===== config.mk =====
export PLATFORM = sky130hd
export DESIGN_NAME = uart_irq_ident
export DESIGN_NICKNAME = d
export VERILOG_FILES = /design/src/rtl/uart_irq_pkg.sv /design/src/rtl/uart_irq_flag.sv /design/src/rtl/uart_irq_arb.sv /design/src/rtl/uart_irq_ident.sv
export SDC_FILE = /design/constraint.sdc
export NUM_CORES = 1
export LEC_CHECK = 0
export CORE_AREA = 2 2 39 41
export CTS_BUF_LIST = sky130_fd_sc_hd__clkbuf_8
export CTS_CLUSTER_SIZE = 8
export DETAILED_ROUTE_END_ITERATION = 8
export DIE_AREA = 0 0 41 43
export GPL_TIMING_DRIVEN = 0
export HOLD_SLACK_MARGIN = 0.02
export SYNTH_ARGS = -nofsm -noshare
export SYNTH_HDL_FRONTEND = slang
export SYNTH_SLANG_ARGS = --single-unit
export TNS_END_PERCENT = 100

===== constraint.sdc =====
create_clock -name clk_i -period 1 [get_ports clk_i]
set_input_delay 0.2 -clock clk_i [delete_from_list [all_inputs] [get_ports clk_i]]
set_output_delay 0.2 -clock clk_i [all_outputs]
set_load 0.01 [all_outputs]

===== src/rtl/uart_irq_pkg.sv =====
package uart_irq_pkg;
  localparam int NUM_SRC = 5;

  // source index doubles as priority rank, 0 most urgent
  localparam int SRC_LINE  = 0;
  localparam int SRC_AVAIL = 1;
  localparam int SRC_TMO   = 2;
  localparam int SRC_THRE  = 3;
  localparam int SRC_MODEM = 4;

  localparam int CODE_W = 4;
  localparam int IDX_W  = $clog2(NUM_SRC);

  localparam logic [CODE_W-1:0] CODE_NONE  = 4'b0001;
  localparam logic [CODE_W-1:0] CODE_LINE  = 4'b0110;
  localparam logic [CODE_W-1:0] CODE_AVAIL = 4'b0100;
  localparam logic [CODE_W-1:0] CODE_TMO   = 4'b1100;
  localparam logic [CODE_W-1:0] CODE_THRE  = 4'b0010;
  localparam logic [CODE_W-1:0] CODE_MODEM = 4'b0000;

  function automatic logic [CODE_W-1:0] src_code(input logic [IDX_W-1:0] idx);
    case (idx)
      IDX_W'(SRC_LINE):  return CODE_LINE;
      IDX_W'(SRC_AVAIL): return CODE_AVAIL;
      IDX_W'(SRC_TMO):   return CODE_TMO;
      IDX_W'(SRC_THRE):  return CODE_THRE;
      IDX_W'(SRC_MODEM): return CODE_MODEM;
      default:           return CODE_NONE;
    endcase
  endfunction
endpackage


===== src/rtl/uart_irq_flag.sv =====
module uart_irq_flag (
  input  logic clk_i,
  input  logic rst_ni,
  input  logic set_i,
  input  logic clr_i,
  output logic pend_o
);
  logic pend_q;

  // a new event outranks a coincident clear
  always_ff @(posedge clk_i or negedge rst_ni) begin
    if (!rst_ni)     pend_q <= 1'b0;
    else if (set_i)  pend_q <= 1'b1;
    else if (clr_i)  pend_q <= 1'b0;
  end

  assign pend_o = pend_q;

  a_r6_set_wins: assert property (@(posedge clk_i) disable iff (!rst_ni)
    set_i |=> pend_o);
  a_r4_clear_takes: assert property (@(posedge clk_i) disable iff (!rst_ni)
    (clr_i && !set_i) |=> !pend_o);
  a_r2_hold: assert property (@(posedge clk_i) disable iff (!rst_ni)
    (pend_o && !clr_i) |=> pend_o);
endmodule


===== src/rtl/uart_irq_arb.sv =====
module uart_irq_arb
  import uart_irq_pkg::*;
(
  input  logic               clk_i,
  input  logic               rst_ni,
  input  logic [NUM_SRC-1:0] active_i,
  output logic [NUM_SRC-1:0] grant_o,
  output logic [CODE_W-1:0]  code_o,
  output logic               irq_o
);
  logic [IDX_W-1:0] win_idx;
  logic             any_act;

  always_comb begin
    win_idx = '0;
    any_act = 1'b0;
    for (int i = NUM_SRC - 1; i >= 0; i--) begin
      if (active_i[i]) begin
        win_idx = IDX_W'(i);
        any_act = 1'b1;
      end
    end
  end

  always_comb begin
    grant_o = '0;
    if (any_act) grant_o[win_idx] = 1'b1;
  end

  assign code_o = any_act ? src_code(win_idx) : CODE_NONE;
  assign irq_o  = |active_i;

  a_r3_one_grant: assert property (@(posedge clk_i) disable iff (!rst_ni)
    $onehot0(grant_o));
  a_r3_line_first: assert property (@(posedge clk_i) disable iff (!rst_ni)
    active_i[SRC_LINE] |-> code_o == CODE_LINE);
  a_r3_avail_over_tmo: assert property (@(posedge clk_i) disable iff (!rst_ni)
    (active_i[SRC_AVAIL] && !active_i[SRC_LINE]) |-> code_o == CODE_AVAIL);
  a_r8_irq_vs_code: assert property (@(posedge clk_i) disable iff (!rst_ni)
    irq_o == !code_o[0]);
endmodule


===== src/rtl/uart_irq_ident.sv =====
module uart_irq_ident
  import uart_irq_pkg::*;
(
  input  logic              clk_i,
  input  logic              rst_ni,
  input  logic [4:0]        src_en_i,
  input  logic              ev_line_err_i,
  input  logic              ev_rx_avail_i,
  input  logic              ev_rx_tmo_i,
  input  logic              ev_thr_empty_i,
  input  logic              ev_modem_i,
  input  logic              rd_iir_i,
  input  logic              rd_lsr_i,
  input  logic              rd_msr_i,
  input  logic              rd_rbr_i,
  input  logic              wr_thr_i,
  output logic [CODE_W-1:0] irq_code_o,
  output logic              irq_o
);
  logic [NUM_SRC-1:0] set_vec, clr_vec, pend_vec, active, grant;

  assign set_vec[SRC_LINE]  = ev_line_err_i;
  assign set_vec[SRC_AVAIL] = ev_rx_avail_i;
  assign set_vec[SRC_TMO]   = ev_rx_tmo_i;
  assign set_vec[SRC_THRE]  = ev_thr_empty_i;
  assign set_vec[SRC_MODEM] = ev_modem_i;

  // identification read only retires transmit-empty when it was the one shown
  assign clr_vec[SRC_LINE]  = rd_lsr_i;
  assign clr_vec[SRC_AVAIL] = rd_rbr_i;
  assign clr_vec[SRC_TMO]   = rd_rbr_i;
  assign clr_vec[SRC_THRE]  = wr_thr_i | (rd_iir_i & grant[SRC_THRE]);
  assign clr_vec[SRC_MODEM] = rd_msr_i;

  for (genvar g = 0; g < NUM_SRC; g++) begin : g_src
    uart_irq_flag u_flag (
      .clk_i  (clk_i),
      .rst_ni (rst_ni),
      .set_i  (set_vec[g]),
      .clr_i  (clr_vec[g]),
      .pend_o (pend_vec[g])
    );
  end

  assign active = pend_vec & src_en_i;

  uart_irq_arb u_arb (
    .clk_i    (clk_i),
    .rst_ni   (rst_ni),
    .active_i (active),
    .grant_o  (grant),
    .code_o   (irq_code_o),
    .irq_o    (irq_o)
  );

  a_r7_thre_masked: assert property (@(posedge clk_i) disable iff (!rst_ni)
    !src_en_i[SRC_THRE] |-> irq_code_o != CODE_THRE);
  a_r7_all_masked: assert property (@(posedge clk_i) disable iff (!rst_ni)
    (src_en_i == '0) |-> !irq_o);
  a_r5_iir_retires_thre: assert property (@(posedge clk_i) disable iff (!rst_ni)
    (rd_iir_i && irq_code_o == CODE_THRE && !ev_thr_empty_i) |=> !pend_vec[SRC_THRE]);
  a_r5_iir_spares_hidden: assert property (@(posedge clk_i) disable iff (!rst_ni)
    (rd_iir_i && irq_code_o != CODE_THRE && pend_vec[SRC_THRE] && !wr_thr_i)
      |=> pend_vec[SRC_THRE]);
endmodule


==> impl_summary.log, run 1 <==
[metrics] number of detailed-routing iterations run before antenna repair: 1
[metrics] Port Buffers: 21
[metrics] top-area cell type share of the netlist area: 0.493
[metrics] routed len/inst: 9.88 um
[metrics] main combinational cell family by area after synthesis: compound AO/OA/AOI/OAI gates
[metrics] DIE WIDTH: 41 um
[metrics] Critical Path Start Type: flip-flop
[metrics] clock sink count: 5
[metrics] maximum operating frequency: 728 MHz
[metrics] number of primary I/O pins: 22
[metrics] final worst-path cycle share: 1.37
[metrics] share of the synthesized netlist area taken by xor and xnor gates: 0
[metrics] clock-pin slew reported for the worst setup and hold paths after clock tree synthesis: 30 ps
[metrics] fraction of layout cells with a size suffix above 1: 0.367
[metrics] fraction of power consumed by sequential logic: 0.297
[metrics] total number of vias: 309
[metrics] number of buffers inserted by hold repair at cts: 0
[metrics] syn_nets: 43
[metrics] pins over their slew limit: 0
[metrics] Syn Area/Cell: 9.77 um2
[metrics] setup repair after global routing missed its margin: yes
[metrics] flip-flop and latch count after synthesis: 5
[metrics] total detailed-routing wirelength: 751 um
[metrics] antenna cells: 0
[metrics] Die Y: 43 um
[metrics] worst supply voltage drop on vdd: 0.633 mV
[metrics] GR Overflow Total: 0
[metrics] sequential share of the synthesized area: 0.493
[metrics] Synth warnings: 0
[metrics] overall power: 0.000774 W
[metrics] count of non-filler cells in the finished layout: 76
[metrics] flip-flop count of the largest register after layout: 5
[metrics] Worst EP required: 800 ps
[metrics] Gate power share: 0.243
[metrics] CTS root buf: sky130_fd_sc_hd__clkbuf_8
[metrics] Core Area: 0.00138 mm2
[metrics] number of max-cap violations: 0
[metrics] number of instances in the placed design: 63
[metrics] starting density of the core: 0.184
[metrics] summed instance area of the synthesized netlist: 254 um2
[metrics] Distinct cells, synth: 12
[metrics] area growth from synthesis to layout: 133%
[metrics] P_sw: 0.000172 W
[metrics] critical path capture point type: output port
[metrics] maximum root-to-sink buffer count: 2
[metrics] Worst-Margin Slew: 227 ps
[metrics] Die ar.: 0.00176 mm2
[metrics] slack of the critical path: -373 ps
[metrics] top cells by area in the synthesized netlist: sky130_fd_sc_hd__dfrtp_1 49%, sky130_fd_sc_hd__a21o_1 12%, sky130_fd_sc_hd__inv_1 5.9%
[metrics] Pleak: 0.294 nW
[metrics] nets@finish: 78
[metrics] clock group share of total power: 0.460
[metrics] Antenna Violating Nets Remaining: 0
[metrics] antenna violations before repair: 0
[metrics] level count of the clock H-tree: 1
[metrics] per-cell via count in the routed design: 4.07
[metrics] number of filler cells placed in the layout: 148
[metrics] violated checks: negative setup slack
[metrics] setup violators final: 6
[metrics] area share of and/or/nand/nor cells after synthesis: 0.222
[metrics] share of synthesized area spent on multiplexers: 0
[metrics] post-route DRC violation count: 0
[metrics] post-route clock skew: 0.712 ps
[metrics] via count of the first global-routing pass: 300
[metrics] standard-cell rows: 14
[metrics] number of violations reported at the end of detailed-routing iteration 0: 0
[metrics] routability congestion estimate from global placement: 0.617
[metrics] internal power component: 0.000603 W
[metrics] post-synthesis compound-gate area fraction: 0.227
[metrics] estimated wirelength of the detail-placed design: 529 um
[metrics] hold violation total from the final report: 0
[metrics] Hold/Removal Path Class: input pin to asynchronous set/reset pin
[metrics] pwr/cell area: 1310 mW/mm2
[metrics] startpoint-to-endpoint class of the critical path: flip-flop to output port
[metrics] run status: finished, violations left
[metrics] Max FO, Critical Path: 3
[metrics] maximum number of pins on one net before global-route repair: 6
[metrics] CTS tree: yes
[metrics] proportion of total power due to net switching: 0.222
[metrics] Max-Slew Margin vs Limit: 0.848
[metrics] arrival time at the worst endpoint: 1170 ps
[metrics] cell accounting for the most synthesized area: sky130_fd_sc_hd__dfrtp_1
[metrics] Post-Syn Instances: 26
[metrics] clock latency on the worst-skew pair: 220 ps
[metrics] number of CTS-inserted buffers: 3
[metrics] Overall Global Routing Usage: 0.0958
[metrics] minimum period implied by the final worst setup slack: 1370 ps
[metrics] wire length of the first global-routing pass: 1070 um
[metrics] synthesized-area fraction occupied by adder cells: 0
==> critical path, stage by stage (launching register included) <==
cell,delay (ps)
sky130_fd_sc_hd__dfrtp_1,380
sky130_fd_sc_hd__nand2_2,100
sky130_fd_sc_hd__nand3_4,80
sky130_fd_sc_hd__a221o_1,250
sky130_fd_sc_hd__buf_2,140
==> power by group through the flow <==
stage / Combinational (W) / Sequential (W) / Clock (W)
after global routing: 0.000205 / 0.000231 / 0.000387
after global placement: 0.000162 / 0.000232 / 0
after floorplan: 0.0000575 / 0.000230 / 0
final: 0.000188 / 0.000230 / 0.000356
after detailed placement: 0.000164 / 0.000233 / 0
after CTS: 0.000180 / 0.000230 / 0.000374
==> layer usage <==
layer  vias up  wire [um]  track usage
li1        158          -            -
met1       138        253       0.0912
met2        13        433        0.153
met3         0         65       0.0314
met4         0          0       0.0800
met5         -          0            0
==> worst paths after layout <==
kind	endpoint	slack, ps	from	cells after the start
setup / recovery	irq_o	-370	g_src[0].u_flag.pend_o$_DFFE_PN0P_	4
hold / removal	g_src[4].u_flag.pend_o$_DFFE_PN0P_	210	rst_ni	1
setup reg to reg	g_src[3].u_flag.pend_o$_DFFE_PN0P_	-90	g_src[1].u_flag.pend_o$_DFFE_PN0P_	5
hold reg to reg	g_src[4].u_flag.pend_o$_DFFE_PN0P_	540	g_src[4].u_flag.pend_o$_DFFE_PN0P_	1
max in group asynchronous	g_src[1].u_flag.pend_o$_DFFE_PN0P_	610	rst_ni	1
min in group clk_i	g_src[2].u_flag.pend_o$_DFFE_PN0P_	540	ev_rx_tmo_i	2
==> synth_stat cells <==
cell	count
sky130_fd_sc_hd__dfrtp_1	5
sky130_fd_sc_hd__a21o_1	4
sky130_fd_sc_hd__inv_1	4
sky130_fd_sc_hd__nand2_1	4
sky130_fd_sc_hd__nand2_2	2
sky130_fd_sc_hd__a221o_1	1
sky130_fd_sc_hd__a221oi_1	1
sky130_fd_sc_hd__a31o_1	1
sky130_fd_sc_hd__nand3_2	1
sky130_fd_sc_hd__nand4_1	1
sky130_fd_sc_hd__nand4b_1	1
sky130_fd_sc_hd__nor2_1	1
==> what timing repair did <==
item / 4_1_cts / 5_1_grt
resized for setup: 26 / 0
buffers inserted: 7 / 2
endpoints found under the setup margin: 6 / 6
endpoints found under the hold margin: 0 / 0
pin swaps: 4 / 3
==> metrics by stage <==
stage | worst slack (ps) | util | setup TNS, ps | area, um2 | hold slack (ps)
after floorplan | -74.6 | - | -90.5 | 270 | -95.6
after global placement | -801 | 0.362 | -3840 | 500 | 438
after detailed placement | -797 | 0.362 | -3880 | 500 | 447
after CTS | -386 | 0.418 | -1740 | 578 | 211
after global routing | -415 | 0.429 | -1970 | 593 | 216
final | -373 | 0.429 | -1660 | 593 | 205
==> cells by family after synthesis <==
| group | after synthesis |
|---|---|
| buffers and inverters | 4 |
| and+or+nand+nor | 10 |
| DFF | 5 |
| AOI/OAI and AO/OA | 7 |
==> cell usage in the layout (no fill, tap or decap) <==
| cell type | instances |
|---|---|
| sky130_fd_sc_hd__nand3_4 | 1 |
| sky130_fd_sc_hd__buf_6 | 2 |
| sky130_fd_sc_hd__inv_1 | 5 |
| sky130_fd_sc_hd__nor2_1 | 1 |
| sky130_fd_sc_hd__nand4b_1 | 1 |
| sky130_fd_sc_hd__a221o_1 | 1 |
| sky130_fd_sc_hd__clkbuf_8 | 3 |
| sky130_fd_sc_hd__buf_4 | 8 |
| sky130_fd_sc_hd__nand2_2 | 3 |
| sky130_fd_sc_hd__dlygate4sd2_1 | 4 |
| sky130_fd_sc_hd__a21o_1 | 4 |
| sky130_fd_sc_hd__buf_2 | 4 |
| sky130_fd_sc_hd__nand4_1 | 1 |
| sky130_fd_sc_hd__clkdlybuf4s50_1 | 12 |
| sky130_fd_sc_hd__a31o_1 | 1 |
| sky130_fd_sc_hd__nand2_1 | 3 |
| sky130_fd_sc_hd__dfrtp_1 | 5 |
| sky130_fd_sc_hd__a221oi_2 | 1 |
==> area by class of cell <==
type / instances / area, um2 / area share
inverter: 4 / 15.0 / 0.0253
sequential: 5 / 125 / 0.211
clock inverter: 1 / 3.75 / 0.00633
timing repair buffer: 30 / 258 / 0.435
tap: 16 / 20.0 / 0.0338
clock buffer: 3 / 41.3 / 0.0696
multi-input combinational: 17 / 130 / 0.219
(Power assumes the default switching activity.)
==> run 2: changes to the inputs <==
Settings changed: CTS_CLUSTER_SIZE 8 to 28.
==> results of run 2 <==
The final DEF is identical to that of run 1; final timing and power are the same.
==> run 3: changes to the inputs <==
Settings changed: GPL_TIMING_DRIVEN 0 to unset.
==> run 3 against run 2 <==
Effect of this change: the run still ends with negative setup slack left; largest power group unchanged; sequential power about the same; fmax is 1.2% lower; critical path depth stayed put.
==> impl_summary.log, run 3 (synthesis results as in run 1) <==
[metrics] Pleak: 0.322 nW (was 0.294 nW)
[metrics] per-cell via count in the routed design: 4.09 (was 4.07)
[metrics] clock-pin slew reported for the worst setup and hold paths after clock tree synthesis: 30 ps (about the same)
[metrics] setup violators final: 6 (unchanged)
[metrics] count of non-filler cells in the finished layout: 81 (was 76)
[metrics] standard-cell rows: 14 (unchanged)
[metrics] fraction of layout cells with a size suffix above 1: 0.431 (was 0.367)
[metrics] run status: finished, violations left (unchanged)
[metrics] arrival time at the worst endpoint: 1190 ps (was 1170 ps)
[metrics] maximum operating frequency: 719 MHz (was 728 MHz)
[metrics] Die Y: 43 um (unchanged)
[metrics] number of filler cells placed in the layout: 142 (was 148)
[metrics] level count of the clock H-tree: 1 (unchanged)
[metrics] Overall Global Routing Usage: 0.106 (was 0.0958)
[metrics] Port Buffers: 21 (unchanged)
[metrics] hold violation total from the final report: 0 (unchanged)
[metrics] clock sink count: 5 (unchanged)
[metrics] number of max-cap violations: 0 (unchanged)
[metrics] total number of vias: 331 (was 309)
[metrics] antenna cells: 0 (unchanged)
[metrics] routed len/inst: 9.11 um (was 9.88 um)
[metrics] post-route clock skew: 0.889 ps (was 0.712 ps)
[metrics] number of buffers inserted by hold repair at cts: 0 (unchanged)
[metrics] Die ar.: 0.00176 mm2 (unchanged)
[metrics] number of violations reported at the end of detailed-routing iteration 0: 0 (unchanged)
[metrics] post-route DRC violation count: 0 (unchanged)
[metrics] DIE WIDTH: 41 um (unchanged)
[metrics] violated checks: negative setup slack (unchanged)
[metrics] final core utilization: 0.466 (was 0.429)
[metrics] antenna violations before repair: 0 (unchanged)
[metrics] wire length of the first global-routing pass: 1210 um (was 1070 um)
[metrics] Worst EP required: 800 ps (about the same)
[metrics] maximum root-to-sink buffer count: 2 (unchanged)
[metrics] setup repair after global routing missed its margin: yes (unchanged)
[metrics] setup tns final: -1640 ps (was -1660 ps)
[metrics] Antenna Violating Nets Remaining: 0 (unchanged)
[metrics] Critical Path Start Type: flip-flop (unchanged)
[metrics] routability congestion estimate from global placement: 0.639 (was 0.617)
[metrics] reg-to-reg slack, setup: -80 ps (was -90 ps)
[metrics] DP Worst Slack: -767 ps (was -797 ps)
[metrics] via count of the first global-routing pass: 327 (was 300)
[metrics] pwr/cell area: 1240 mW/mm2 (was 1310 mW/mm2)
[metrics] flip-flop count of the largest register after layout: 5 (unchanged)
[metrics] commonest cells after routing, fill and taps aside: 12 x sky130_fd_sc_hd__clkdlybuf4s50_1, 10 x sky130_fd_sc_hd__buf_4, 5 x sky130_fd_sc_hd__inv_1, 5 x sky130_fd_sc_hd__dfrtp_1, 5 x sky130_fd_sc_hd__buf_6 (was 12 x sky130_fd_sc_hd__clkdlybuf4s50_1, 8 x sky130_fd_sc_hd__buf_4, 5 x sky130_fd_sc_hd__inv_1, 5 x sky130_fd_sc_hd__dfrtp_1)
[metrics] critical path capture point type: output port (unchanged)
[metrics] number of instances in the placed design: 71 (was 63)
[metrics] worst supply voltage drop on vdd: 0.679 mV (was 0.633 mV)
[metrics] beginning of the worst register-to-register path: g_src[2].u_flag.pend_o$_DFFE_PN0P_ (was g_src[1].u_flag.pend_o$_DFFE_PN0P_)
[metrics] number of detailed-routing iterations run before antenna repair: 1 (unchanged)
[metrics] CTS root buf: sky130_fd_sc_hd__clkbuf_8 (unchanged)
[metrics] starting density of the core: 0.184 (unchanged)
[metrics] Hold/Removal Path Class: input pin to asynchronous set/reset pin (unchanged)
[metrics] Core Area: 0.00138 mm2 (unchanged)
[metrics] nets@finish: 83 (was 78)
[metrics] minimum period implied by the final worst setup slack: 1390 ps (was 1370 ps)
[metrics] number of CTS-inserted buffers: 3 (unchanged)
[metrics] length in cells of the worst reg-to-reg path: 5 (unchanged)
[metrics] final worst-path cycle share: 1.39 (was 1.37)
[metrics] total detailed-routing wirelength: 738 um (was 751 um)
[metrics] area growth from synthesis to layout: 154% (was 133%)
[metrics] pins over their slew limit: 0 (unchanged)
[metrics] endpoint of the most critical register-to-register path: g_src[3].u_flag.pend_o$_DFFE_PN0P_ (unchanged)
[metrics] clock latency on the worst-skew pair: 220 ps (about the same)
[metrics] maximum number of pins on one net before global-route repair: 6 (unchanged)
[metrics] startpoint-to-endpoint class of the critical path: flip-flop to output port (unchanged)
[metrics] Max-Slew Margin vs Limit: 0.847 (was 0.848)
[metrics] CTS tree: yes (unchanged)
[metrics] Max FO, Critical Path: 3 (unchanged)
[metrics] slack of the critical path: -390 ps (was -373 ps)
[metrics] GR Overflow Total: 0 (unchanged)
[metrics] Worst-Margin Slew: 229 ps (was 227 ps)
[metrics] number of primary I/O pins: 22 (unchanged)
[metrics] most common cell after layout, fill and taps aside: sky130_fd_sc_hd__clkdlybuf4s50_1 (unchanged)
-- run 3: changes by cell type in the layout (fill, tap and decap cells not counted) --
| cell | before | now |
|---|---|---|
| sky130_fd_sc_hd__buf_6 | 2 | 5 |
| sky130_fd_sc_hd__nand2_2 | 3 | 4 |
| sky130_fd_sc_hd__buf_4 | 8 | 10 |
| sky130_fd_sc_hd__nand2_1 | 3 | 2 |
-- run 3: cell type report --
type | instances | area (um2) | share of cell area
clock buffer | 3 | 41.3 | 0.0641
sequential | 5 | 125 | 0.194
multi-input combinational | 17 | 133 | 0.206
inverter | 4 | 15.0 | 0.0233
timing repair buffer | 35 | 307 | 0.476
tap | 16 | 20.0 | 0.0311
clock inverter | 1 | 3.75 | 0.00583
-- run 3: routing by layer --
metal / vias to the layer above / GRT usage / share of wire / routed length (um)
li1: 169 / - / - / -
met1: 149 / 0.114 / 0.38 / 281
met2: 13 / 0.163 / 0.55 / 409
met3: 0 / 0.0157 / 0.064 / 47
met4: 0 / 0.100 / 0 / 0
met5: - / 0 / 0 / 0
-- run 3: how the worst max path moves through the flow --
stage                                            start             to  slack (ps)  depth (start not counted)
floorplan           g_src[1].u_flag.pend_o$_DFFE_PN0P_          irq_o         -70                          3
global placement                           src_en_i[1]  irq_code_o[0]        -770                          5
detailed placement                         src_en_i[1]          irq_o        -770                          5
CTS                 g_src[2].u_flag.pend_o$_DFFE_PN0P_          irq_o        -410                          4
global route        g_src[2].u_flag.pend_o$_DFFE_PN0P_          irq_o        -460                          4
finish              g_src[2].u_flag.pend_o$_DFFE_PN0P_          irq_o        -390                          4
-- run 3: power breakdown --
part / total, W / internal, W / switching, W
registers: 0.000228 / 0.000218 / 0.0000105
clock network: 0.000360 / 0.000263 / 0.0000972
logic: 0.000213 / 0.000142 / 0.0000711
-- run 3: through the flow --
step	cell area [um2]	hold slack [ps]	power [W]
floorplan	270	-95.6	0.000287
detailed placement	561	440	0.000428
global placement	561	438	0.000426
finish	644	204	0.000802
global route	644	228	0.000845
CTS	629	207	0.000813
-- run 3: timing repair --
action                                  in CTS  in global routing
pin swaps                                    7                  3
buffers inserted                             4                  2
resized for setup                           30                  0
endpoints found under the setup margin       6                  6
-- run 3: worst max-delay path: stages (launching register included) --
cell and delay, ps:
sky130_fd_sc_hd__dfrtp_1 380, sky130_fd_sc_hd__nand2_2 110, sky130_fd_sc_hd__nand3_4 80, sky130_fd_sc_hd__a221o_1 270
sky130_fd_sc_hd__buf_2 140
